$ cat config.mk
export PLATFORM = sky130hd
export DESIGN_NAME = pin_edge_irq
export DESIGN_NICKNAME = d
export VERILOG_FILES = /design/src/rtl/pin_edge_irq.sv
export SDC_FILE = /design/constraint.sdc
export NUM_CORES = 1
export LEC_CHECK = 0
export ABC_AREA = 1
export ABC_CLOCK_PERIOD_IN_PS = 1900
export BUFFER_PORTS_ARGS = -buffer_cell sky130_fd_sc_hd__buf_4
export CAP_MARGIN = 10
export CORE_MARGIN = 2
export CORE_UTILIZATION = 58
export CTS_CLUSTER_SIZE = 24
export DETAILED_ROUTE_END_ITERATION = 10
export PLACE_DENSITY = 0.94
export SLEW_MARGIN = 20
export SYNTH_ARGS = -nofsm -noshare
export SYNTH_HDL_FRONTEND = slang
export SYNTH_SLANG_ARGS = --single-unit
export TNS_END_PERCENT = 1
$ cat constraint.sdc
create_clock -name clk -period 1.9 [get_ports clk]
set_input_delay 0.285 -clock clk [delete_from_list [all_inputs] [get_ports clk]]
set_output_delay 0.285 -clock clk [all_outputs]
set_load 0.005 [all_outputs]
$ cat src/rtl/pin_edge_irq.sv
module pin_edge_irq #(
  parameter int NPIN = 8
) (
  input  logic            clk,
  input  logic            rst_n,
  input  logic [NPIN-1:0] pins,
  input  logic            sample,
  input  logic [1:0]      addr,
  input  logic            wr_en,
  input  logic [NPIN-1:0] wdata,
  output logic [NPIN-1:0] rdata,
  output logic            any_flag,
  output logic            irq,
  output logic            wake
);

  localparam logic [1:0] A_RISE = 2'd0;
  localparam logic [1:0] A_FALL = 2'd1;
  localparam logic [1:0] A_FLAG = 2'd2;
  localparam logic [1:0] A_MSTR = 2'd3;

  logic [NPIN-1:0] rise_en, fall_en, flags, prev, hit, flags_nxt;
  logic            master;
  logic            flag_wr;

  assign hit = sample ? ((pins & ~prev & rise_en) | (~pins & prev & fall_en)) : '0;
  assign flag_wr = wr_en && (addr == A_FLAG);
  assign flags_nxt = (flag_wr ? (flags & wdata) : flags) | hit;

  always_ff @(posedge clk) begin
    if (!rst_n) begin
      rise_en <= '0;
      fall_en <= '0;
      flags   <= '0;
      master  <= 1'b0;
      prev    <= pins;
    end else begin
      if (sample) prev <= pins;
      if (wr_en && addr == A_RISE) rise_en <= wdata;
      if (wr_en && addr == A_FALL) fall_en <= wdata;
      if (wr_en && addr == A_MSTR) master  <= wdata[0];
      flags <= flags_nxt;
    end
  end

  always_comb begin
    case (addr)
      A_RISE:  rdata = rise_en;
      A_FALL:  rdata = fall_en;
      A_FLAG:  rdata = flags;
      default: rdata = {{(NPIN-1){1'b0}}, master};
    endcase
  end

  assign any_flag = |flags;
  assign irq      = any_flag & master;
  assign wake     = any_flag & master;

  // flags that are not written keep their set bits
  a_r6_sticky: assert property (@(posedge clk) disable iff (!rst_n)
    !flag_wr |=> (flags & $past(flags)) == $past(flags));

  // a detected edge survives a same-cycle clearing write
  a_r7_edge_wins: assert property (@(posedge clk) disable iff (!rst_n)
    (flag_wr && hit != '0) |=> (flags & $past(hit)) == $past(hit));

  // newly set flags only on pins with some enable
  a_r5_enabled_only: assert property (@(posedge clk) disable iff (!rst_n)
    1'b1 |=> ((flags & ~$past(flags)) & ~($past(rise_en) | $past(fall_en))) == '0);

  // nothing new is flagged without a strobe
  a_r10_strobe_only: assert property (@(posedge clk) disable iff (!rst_n)
    !sample |=> (flags & ~$past(flags)) == '0);

  // a hit raises the summary on the next cycle
  a_r8_summary: assert property (@(posedge clk) disable iff (!rst_n)
    hit != '0 |=> any_flag);

  // with the master enable clear there is no request
  a_r9_gated: assert property (@(posedge clk) disable iff (!rst_n)
    (rdata == '0 && addr == A_MSTR) |-> !irq && !wake);

endmodule

## Word level (Yosys, flattened, before mapping)

Index checks and enable logic that the tools add are counted.

| storage, ports and cells | value |
|---|---|
| memories | 0 |
| ROM bits | 0 |
| bits in writable memories | 0 |
| word-level logic and storage cells | 30 |
| latch bits | 0 |
| register bits | 33 |
| output and inout bits | 11 |
| input port bits | 22 |

| cells by class | value |
|---|---|
| shift operators | 0 |
| reductions and logical operators | 6 |
| bitwise logic cells | 10 |
| multiply operators | 0 |
| divide/modulo/power cells | 0 |
| eq/ne operators | 4 |
| $lt $le $gt $ge | 0 |
| add/subtract/negate cells | 0 |
| muxes and demuxes | 5 |

Operators with widths:

| cell | count |
|---|---|
| bitwise AND 8 bit | 5 |
| 2-to-1 mux 8 bit | 4 |
| one-hot mux 8 bit (3 select lines) | 1 |
| inverter 8 bit | 2 |
| bitwise OR 8 bit | 2 |
| OR reduction 8 bit | 1 |
| == test 2 bit (second input constant) | 2 |
| logical AND 1 bit | 4 |
| == test 2 x 1 -> 1 bit (second input constant) | 1 |
| zero test 2 bit | 1 |
| inequality test 2 x 1 -> 1 bit (second input constant) | 1 |
| bitwise AND 1 bit | 1 |

## Depth between registers and ports, before layout

| depth | value |
|---|---|
| word-level depth | 6 |
| depth in mapped cells | 6 |
| gate-level depth less buffers | 6 |

## Worst setup path before layout

OpenSTA, ideal clock, no wires.

| timing path | value |
|---|---|
| path type | input-to-reg |
| from | input port sample |
| to | register prev[0], enable pin |
| stages | 2 |
| library setup time | 0.330 ns |
| path slack | 0.773 ns |
| arrival time | 0.798 ns |
| buffers on the path | 1 |
| data required time | 1.570 ns |
| cells stage by stage | clkbuf_1 or2_1 |

| between the ends | value |
|---|---|
| longest elaborated chain between the ends | 1 |

Ends and longest elaborated chain:

| item | line | source |
|---|---|---|
| start: declaration | 7 | `input logic sample,` |
| inequality test 2 x 1 -> 1 bit (no source line) | n/a |  |
| end signal: assignment | 36 | `prev <= pins;` |
| end signal: assignment | 38 | `if (sample) prev <= pins;` |
| end: declaration | 22 | `logic [NPIN-1:0] rise_en, fall_en, flags, prev, hit, flags_nxt;` |

Every way passes these cells.
A chain may end at the register's enable or synchronous reset.

## Worst setup path in the final report

| timing path | value |
|---|---|
| from | register flags[0] |
| to | output port irq |

| between the ends | value |
|---|---|
| longest elaborated chain between the ends | 2 |

Ends and longest elaborated chain:

| item | line | source |
|---|---|---|
| start: declaration | 22 |  |
| start signal: assignment | 42 | `flags <= flags_nxt;` |
| OR reduction 8 bit | 55 | `assign any_flag = \|flags;` |
| bitwise AND 1 bit | 56 | `assign irq = any_flag & master;` |
| end: declaration | 13 | `output logic irq,` |

Every way passes these cells.

==> impl_metrics.py <==
metrics = {
    "outcome": {
        "run_status": "completed",
    },
    "placed_design": {
        "dp_worst_setup_slack_ps": 447.1,
        "hpwl_mm": 2.845,
        "port_buffer_cells": 32,
        "place_congestion": 0.8371,
    },
    "synth": {
        "post_synth_instance_area_um2": 1635,
        "sequential_share_of_the_synthesized_area": 0.4529,
        "most_used_flip_flop_cell_after_synthesis": "sky130_fd_sc_hd__dfxtp_1",
        "ys_warn_count": 0,
        "postSynthAreaPerCell_um2": 7.019,
        "syn_nets": 255,
        "number_of_synthesized_flops_with_an_enable_pin": 8,
        "post_synth_num_cell_types": 23,
        "synthesis_stage_register_bit_count": 33,
        "yosys_top_cell_area_share": 0.3060,
        "post_synth_inst_count": 233,
        "synth-async-reset-ratio": 0,
        "synth_top_cells_by_area": "sky130_fd_sc_hd__dfxtp_1 31%, sky130_fd_sc_hd__edfxtp_1 15%, sky130_fd_sc_hd__nand2_1 14%, sky130_fd_sc_hd__nor2_1 8.3%, sky130_fd_sc_hd__inv_1 7.8%",
        "synth.largest_area_cell": "sky130_fd_sc_hd__dfxtp_1",
        "synth.most_common_cell": "sky130_fd_sc_hd__nand2_1",
        "synth_common_cells": "60 x sky130_fd_sc_hd__nand2_1, 36 x sky130_fd_sc_hd__nor2_1, 34 x sky130_fd_sc_hd__inv_1, 25 x sky130_fd_sc_hd__dfxtp_1, 11 x sky130_fd_sc_hd__nand3_1",
    },
    "clocking": {
        "cts_resized": 0,
        "cts_tree": "yes",
        "ctsLongestPathBuffers": 2,
        "clock_tree.htree_level_count": 2,
        "clk_latency_ps": 340,
        "post_cts_setup_repair_buffer_count": 0,
        "number_of_buffers_created_by_cts": 5,
        "cts.sinks": 33,
        "clk_root_buffer_cell": "sky130_fd_sc_hd__clkbuf_4",
        "cts.clk_slew.worst_paths_ps": 100,
        "hold_fix_buffers_at_cts": 0,
    },
    "setup_path": {
        "worstSetupStartpointType": "flip-flop",
        "critical_path_arrival_ps": 1250,
        "worst-path-max-fanout": 3,
        "cp_data_required_time_ps": 1620,
        "criticalPathCategory": "reg2out",
        "cp-end-kind": "output port",
    },
    "cells_and_area": {
        "drive_above_1_share": 0.1747,
        "area.growth.synth_to_final_pct": 18.59,
        "multi_input_comb_area_um2": 708.2,
        "utilization": 0.7156,
        "finish.net_count": 290,
        "ff_latch_area_um2": 740.7,
        "insertedDiodeCount": 0,
        "final_layout_fill_cell_count": 240,
    },
    "power": {
        "power.leakage_nw": 0.9218,
        "powerDensity_nw_per_um2": 731.8,
        "max-vdd-ir-drop_uv": 676.8,
    },
    "floorplan": {
        "fp-row-count": 19,
        "die_h_um": 57.10,
        "die-width_um": 57.10,
        "coreArea_um2": 2710,
        "initial_util": 0.6034,
        "num_io_pins": 33,
        "die_area_um2": 3260,
    },
    "global_routing": {
        "first_global_vias": 1480,
        "grt.total_usage": 0.2644,
        "pin_count_of_the_biggest_net_entering_global_routing": 18,
        "total_overflow_reported_by_the_global_router": 0,
        "grt_first_pass_wirelength_mm": 6.486,
        "grt_antenna_before_repair": 0,
    },
    "detailed_routing": {
        "route.vias.total": 1588,
        "detail_route.vias_per_cell": 5.293,
        "wl_per_cell_um": 13.58,
        "drc": 0,
        "first_iter_violations": 76,
        "final_antenna_net_count": 0,
        "dr.pass1.iters": 4,
        "routed_wirelength_mm": 4.074,
    },
    "sta": {
        "final.hold.worst_slack_ps": 128.4,
        "timing.final.max_slew_violations": 0,
        "fin_skew_ps": 5.904,
        "unrepaired_setup_endpoints_after_global_routing": "false",
        "clock.fmax_mhz": 651.6,
        "finalSetupTns_ps": 0,
        "final-setup-viol-count": 0,
        "timing.final.crit_period_ps": 1535,
        "worstMarginPinSlew_ps": 464.7,
        "layout_worst_path_cycle_share": 0.8077,
        "maxSlewHeadroom": 0.6902,
        "finalHoldViolCount": 0,
        "finalWorstSetupSlack_ps": 365.3,
    },
    "hold_path": {
        "min_path_type": "in2reg",
    },
    "job": {
        "drv_cap": 0,
    },
}
## metal layers
| metal | track usage | up-vias | part of all wire |
|---|---|---|---|
| met5 | 0 | - | 0 |
| li1 | - | 806 | - |
| met4 | 0.08970 | 0 | 0.021 |
| met2 | 0.4532 | 67 | 0.49 |
| met1 | 0.3193 | 705 | 0.41 |
| met3 | 0.07483 | 10 | 0.083 |
## worst paths after layout
check,start,endpoint,slack [ps],depth (start not counted)
worst max-delay path,flags[0],irq,370,5
worst min-delay path,pins[0],prev[0],130,1
worst max register to register,fall_en[0],flags[0],1090,4
worst min register to register,flags[2],flags[2],470,2
## layout by cell type (no fill, tap or decap), drive strengths merged
cell type   n
inv        38
dfxtp      25
nand3      11
o21ai      17
nand2      62
o211ai      6
a21oi       9
buf        33
nand4      10
nor2       38
clkbuf      8
or2         1
clkinv      3
edfxtp      8
## critical path: stages (launching register included)
cell                      delay, ps
sky130_fd_sc_hd__dfxtp_1        350
sky130_fd_sc_hd__nor2_1         100
sky130_fd_sc_hd__nand3_1         80
sky130_fd_sc_hd__nor2_1         160
sky130_fd_sc_hd__nor2_1          80
sky130_fd_sc_hd__buf_4          140
## sequential cells by signal, summed over array words and instances (netlist names)
register / count
fall_en: 8
rise_en: 8
flags: 8
prev: 8
master: 1
## power by group
part	switching (W)	internal [W]	total [W]
clock network	0.000233	0.000147	0.000381
logic	0.000137	0.000103	0.000241
registers	0.0000305	0.000767	0.000798
## logic make-up after synthesis
logic type | Yosys count | synth area share
AOI/OAI and AO/OA | 32 | 0.1071
buffers and inverters | 46 | 0.1140
DFF | 33 | 0.4529
and+or+nand+nor | 122 | 0.3259
## layout make-up
type | instances | share of cell area
clock buffer | 8 | 0.02516
inverter | 41 | 0.08000
multi-input combinational | 154 | 0.3652
sequential | 33 | 0.3819
tap | 31 | 0.02000
timing repair buffer | 33 | 0.1277
## stage by stage
stage                     power (W)  instances  instance area [µm²]
after global placement     0.001042        292                 1891
after global routing       0.001482        300                 1939
after detailed placement   0.001051        292                 1891
after CTS                  0.001417        300                 1939
final                      0.001419        300                 1939
after floorplan           0.0009421        233                 1635
(Power assumes the default switching activity.)
